<file path="src/rtl/logatt_pkg.sv">
package logatt_pkg;
  localparam int CODE_W   = 8;
  localparam int FINE_W   = 4;
  localparam int COARSE_W = CODE_W - FINE_W;
  localparam int GAIN_W   = 17;

  typedef logic [CODE_W-1:0]   code_t;
  typedef logic [FINE_W-1:0]   fine_t;
  typedef logic [COARSE_W-1:0] coarse_t;
  typedef logic [GAIN_W-1:0]   gain_t;

  localparam gain_t GAIN_FULL = gain_t'(1) << (GAIN_W - 1);

  // round(2^16 * 10^(-0.375*k/20)), k = 0..15
  function automatic gain_t mant_of(fine_t k);
    gain_t m;
    case (k)
      4'd0:    m = 17'd65536;
      4'd1:    m = 17'd62767;
      4'd2:    m = 17'd60115;
      4'd3:    m = 17'd57574;
      4'd4:    m = 17'd55142;
      4'd5:    m = 17'd52812;
      4'd6:    m = 17'd50580;
      4'd7:    m = 17'd48443;
      4'd8:    m = 17'd46396;
      4'd9:    m = 17'd44435;
      4'd10:   m = 17'd42558;
      4'd11:   m = 17'd40760;
      4'd12:   m = 17'd39037;
      4'd13:   m = 17'd37388;
      4'd14:   m = 17'd35808;
      default: m = 17'd34295;
    endcase
    return m;
  endfunction
endpackage

</file>
<file path="src/rtl/logatt_wrport.sv">
module logatt_wrport
  import logatt_pkg::*;
#(
  parameter bit EDGE_LOAD   = 1'b1,
  parameter int REFRESH_CYC = 150
) (
  input  logic  clk,
  input  logic  rst_n,
  input  logic  cs_n,
  input  logic  wr_n,
  input  code_t data_in,
  output code_t code_q,
  output logic  load_q,
  output logic  busy_o,
  output logic  overrun_o
);
  localparam int CNT_W = (REFRESH_CYC < 1) ? 1 : $clog2(REFRESH_CYC + 1);

  logic  accept;
  code_t code_d;
  logic  load_d;

  generate
    if (EDGE_LOAD) begin : g_edge
      logic             wr_prev_q;
      logic [CNT_W-1:0] cnt_q, cnt_d;
      logic             ovr_q, ovr_d;
      logic             rise, busy_w;

      assign busy_w = (cnt_q != '0);
      assign rise   = wr_n & ~wr_prev_q & ~cs_n;
      assign accept = rise & ~busy_w;

      always_comb begin
        cnt_d = cnt_q;
        if (accept)      cnt_d = CNT_W'(REFRESH_CYC);
        else if (busy_w) cnt_d = cnt_q - 1'b1;
        ovr_d = ovr_q | (rise & busy_w);
      end

      always_ff @(posedge clk or negedge rst_n) begin
        if (!rst_n) begin
          wr_prev_q <= 1'b1;
          cnt_q     <= '0;
          ovr_q     <= 1'b0;
        end else begin
          wr_prev_q <= wr_n;
          cnt_q     <= cnt_d;
          ovr_q     <= ovr_d;
        end
      end

      assign busy_o    = busy_w;
      assign overrun_o = ovr_q;
    end else begin : g_level
      assign accept    = ~cs_n & ~wr_n;
      assign busy_o    = 1'b0;
      assign overrun_o = 1'b0;
    end
  endgenerate

  always_comb begin
    code_d = code_q;
    if (accept) code_d = data_in;
    load_d = accept;
  end

  always_ff @(posedge clk or negedge rst_n) begin
    if (!rst_n) begin
      code_q <= '0;
      load_q <= 1'b0;
    end else begin
      code_q <= code_d;
      load_q <= load_d;
    end
  end
endmodule

</file>
<file path="src/rtl/logatt_mant.sv">
module logatt_mant
  import logatt_pkg::*;
(
  input  fine_t fine_i,
  output gain_t mant_o
);
  always_comb mant_o = mant_of(fine_i);
endmodule

</file>
<file path="src/rtl/logatt_scale.sv">
module logatt_scale
  import logatt_pkg::*;
(
  input  logic    clk,
  input  logic    rst_n,
  input  logic    upd_en,
  input  coarse_t coarse_i,
  input  gain_t   mant_i,
  output gain_t   gain_q
);
  gain_t stg [COARSE_W+1];
  gain_t gain_d;
  logic  mute;

  assign stg[0] = mant_i;

  genvar gi;
  generate
    for (gi = 0; gi < COARSE_W; gi++) begin : g_stage
      assign stg[gi+1] = coarse_i[gi] ? (stg[gi] >> (1 << gi)) : stg[gi];
    end
  endgenerate

  always_comb begin
    mute   = &coarse_i;
    gain_d = mute ? '0 : stg[COARSE_W];
  end

  always_ff @(posedge clk or negedge rst_n) begin
    if (!rst_n)      gain_q <= GAIN_FULL;
    else if (upd_en) gain_q <= gain_d;
  end
endmodule

</file>
<file path="src/rtl/logatt_decoder.sv">
module logatt_decoder
  import logatt_pkg::*;
#(
  parameter bit EDGE_LOAD   = 1'b1,
  parameter int REFRESH_CYC = 150
) (
  input  logic              clk,
  input  logic              rst_n,
  input  logic              cs_n,
  input  logic              wr_n,
  input  logic [CODE_W-1:0] data_in,
  output logic [GAIN_W-1:0] gain_out,
  output logic              busy,
  output logic              overrun
);
  code_t code_q;
  logic  load_q;
  gain_t mant;

  logatt_wrport #(.EDGE_LOAD(EDGE_LOAD), .REFRESH_CYC(REFRESH_CYC)) u_wrport (
    .clk(clk), .rst_n(rst_n), .cs_n(cs_n), .wr_n(wr_n), .data_in(data_in),
    .code_q(code_q), .load_q(load_q), .busy_o(busy), .overrun_o(overrun)
  );

  logatt_mant u_mant (
    .fine_i(code_q[FINE_W-1:0]), .mant_o(mant)
  );

  logatt_scale u_scale (
    .clk(clk), .rst_n(rst_n), .upd_en(load_q),
    .coarse_i(code_q[CODE_W-1:FINE_W]), .mant_i(mant), .gain_q(gain_out)
  );
endmodule

</file>
<file path="config.mk">
export PLATFORM = sky130hd
export DESIGN_NAME = logatt_decoder
export DESIGN_NICKNAME = d
export VERILOG_FILES = /design/src/rtl/logatt_pkg.sv /design/src/rtl/logatt_wrport.sv /design/src/rtl/logatt_mant.sv /design/src/rtl/logatt_scale.sv /design/src/rtl/logatt_decoder.sv
export SDC_FILE = /design/constraint.sdc
export NUM_CORES = 1
export LEC_CHECK = 0
export CORE_MARGIN = 2
export CORE_UTILIZATION = 40
export CTS_CLUSTER_DIAMETER = 60
export DETAILED_ROUTE_END_ITERATION = 6
export HOLD_SLACK_MARGIN = 0.02
export SLEW_MARGIN = 10
export SYNTH_ARGS = -nofsm -noshare
export SYNTH_HDL_FRONTEND = slang
export SYNTH_HIERARCHICAL = 1
export SYNTH_SLANG_ARGS = --single-unit
</file>
<file path="constraint.sdc">
create_clock -name clk -period 2.8 [get_ports clk]
set_clock_uncertainty 0.15 [all_clocks]
set_input_delay 0.7 -clock clk [delete_from_list [all_inputs] [get_ports clk]]
set_output_delay 0.7 -clock clk [all_outputs]
set_load 0.05 [all_outputs]
</file>
==> run metrics <==
DR iter-0 viols 113; Post-synth EDFFs 0; post-DR vias/cell 5.76; top cells by area, synth dfrtp_1, mux2_2, mux2i_1; DRC errors left 0; Slew HR 0.473; Total GRT Usage 0.174; drt pass-1 iters 4; die width 86.0 µm; yosys warns 6; IO Port Bufs 30; H-tree depth 2; final worst path period share 0.936; area leader, netlist dfrtp_1; Worst Path Arrival 2.63 ns; initial antenna violation count 0; largest net degree at the start of global routing 37; Critical Path Start u_wrport/code_q[0]; first-pass GRT wire length 10200 µm; cell area after synthesis 2690 µm²; IO Pins 31; TritonCTS Buffers 5; Setup Viol. Count Final 0; pre-CTS WS 0.179 ns; CP max FO 8; leakage power 0.00132 µW; GRT overflow 0; Worst path depth 9; fin nets 322; Power, Total 1010 µW; CTS tree built; status complete, no violations; vias in the first global route 2104; wire per inst 15.7 µm; top_reg_cell synth dfrtp_1; Setup CP Type flip-flop to flip-flop; PwrDens 320 nW/µm²; n_diodes 0; Post-CTS Hold Buffers 0; die area 7390 µm²; worst r2r src u_wrport/code_q[0]; count of cell types in the netlist 57; CP bufs+invs 1; Final min period 2.62 ns; Min-Delay Path Class flip-flop to flip-flop; root buf cell clkbuf_8; Area Overhead vs Synth 17.1%; register bit total from synthesis 36; critical path, cell by cell buf_4, ha_1, nor3_1, a31o_1, a21oi_1, mux4_1, mux2_2, o211ai_1, o21ai_0; Worst path slowest cell mux4_1; Setup crit end u_scale/gain_q[8]; CTS clock-pin slew for the worst setup and hold paths 0.08 ns; FP Rows 29; worst flop-to-flop path endpoint u_scale/gain_q[8]; syn_area_per_cell 9.88 µm²; max-slew violations 0; most numerous cell in the Yosys netlist dfrtp_1; Worst Path Required 2.81 ns; CP top delay family multiplexers; routability cong. 0.893; Skew-Pair Late Insertion Delay 0.29 ns; DRT antenna net count 0; CP peak stage delay 0.53 ns; worst hold slack 0.309 ns; Fin. Hold Viols 0; core area 6420 µm²; # resized after CTS 0; worst setup margin 0.179 ns; Sink Count 36; final wirelength 5970 µm; Setup crit start kind flip-flop; vias 2188; Post-CTS Setup Bufs 0; Max Cap Viol 0; Cells after Synth 272; RSZ-0062 raised after global routing no; top cells by count, synth dfrtp_1, nand2_1, o21ai_0; Die Y 86.0 µm; Reg2Reg Setup Slack 0.18 ns; Critical Path End Type flip-flop; Seq/Total Area, Yosys 0.336; fmax 381 MHz; Setup TNS 0 ns; maximum VDD drop 0.306 mV; share of the synthesized area in the top cell type 0.317; detailed placement HPWL 4460 µm; syn_nets 292; ys async rst share 1.00; Slew @ Worst Pin 0.791 ns; Clock Tree Buf Depth 2; R2R cell count 9; starting density of the core 0.418; share of cells above drive strength 1 0.191
per-stage QoR:
stage	instances	area (µm²)	utilization
floorplan	272	2690	-
CTS	380	3140	0.489
global placement	372	3030	0.471
detailed placement	372	3030	0.471
finish	380	3150	0.490
global route	380	3150	0.490
sequential cells by signal (all words and copies together), names as in the netlist:
register and count:
u_wrport/g_edge.cnt_q 8, u_wrport/load_q 1, u_wrport/overrun_o 1, u_wrport/g_edge.wr_prev_q 1
u_wrport/code_q 8, u_scale/gain_q 17
kinds of logic (layout without fill, tap and decap cells):
group                      after synthesis  in the layout  synth area share
buffers and inverters                   35             66            0.0801
adders and majority gates                8              8            0.0373
xor gates and xnor gates                 1              1           0.00326
DFF                                     36             36             0.336
and+or+nand+nor                         75             75             0.143
muxes                                   42             42             0.206
AOI/OAI and AO/OA                       75             75             0.195
power breakdown:
group / switching, µW / total (µW) / leakage [µW] / internal [µW]
Combinational: 12.6 / 26.4 / 0.000793 / 13.8
Clock: 194 / 458 / 0.0000541 / 263
Sequential: 0.224 / 521 / 0.000469 / 521
worst register-to-register path: stages, from the launching register on:
cell	delay, ns
dfrtp_1	0.38
buf_4	0.16
ha_1	0.26
nor3_1	0.25
a31o_1	0.15
a21oi_1	0.07
mux4_1	0.53
mux2_2	0.30
o211ai_1	0.15
o21ai_0	0.10
final cells by class:
cell class / instances / area, µm²
fillers: 587 / 3280
multi-input cells: 201 / 1580
flip-flops and latches: 36 / 905
repair buffers: 43 / 403
well taps: 77 / 96.3
clock buffers: 5 / 68.8
inverters: 15 / 56.3
clock inverters: 3 / 42.5
routing by layer:
layer / global-route usage / vias up / part of all wire
met5: 0 / - / 0
met4: 0.0722 / 0 / 0.018
met3: 0.0346 / 13 / 0.043
met2: 0.272 / 49 / 0.47
met1: 0.236 / 1059 / 0.47
li1: - / 1067 / -
placed cells by master (no fill, tap or decap), types with 3 or more instances in the layout:
master | synthesis | routed
nand2b_1 | 3 | 3
nand3_1 | 4 | 4
a32oi_1 | 4 | 4
a21oi_1 | 10 | 10
mux2_2 | 16 | 16
buf_4 | 4 | 13
nor3_1 | 9 | 9
a22oi_1 | 7 | 7
a211o_1 | 3 | 3
mux4_1 | 4 | 4
o2bb2ai_1 | 4 | 4
ha_1 | 8 | 8
nand3b_1 | 3 | 3
mux4_2 | 3 | 3
clkdlybuf4s50_1 | 0 | 28
dfrtp_1 | 34 | 33
o31ai_1 | 5 | 5
nor2b_1 | 5 | 5
inv_1 | 14 | 14
nand2_1 | 20 | 20
clkbuf_8 | 0 | 5
o21ai_1 | 3 | 3
mux2i_1 | 17 | 17
o21ai_0 | 18 | 18
nor2_1 | 16 | 15
o211ai_1 | 4 | 4
worst min-delay path by stage:
stage | start | end | slack [ns] | cells past startpoint
after floorplan | rst_n | u_scale/gain_q[0] | 0.25 | 0
after detailed placement | u_wrport/overrun_o | u_wrport/overrun_o | 0.29 | 1
after global placement | u_wrport/overrun_o | u_wrport/overrun_o | 0.29 | 1
final | u_wrport/overrun_o | u_wrport/overrun_o | 0.31 | 1
after CTS | u_wrport/overrun_o | u_wrport/overrun_o | 0.31 | 1
after global routing | u_wrport/overrun_o | u_wrport/overrun_o | 0.32 | 1
Note: power is estimated with default switching activity, not from simulation.
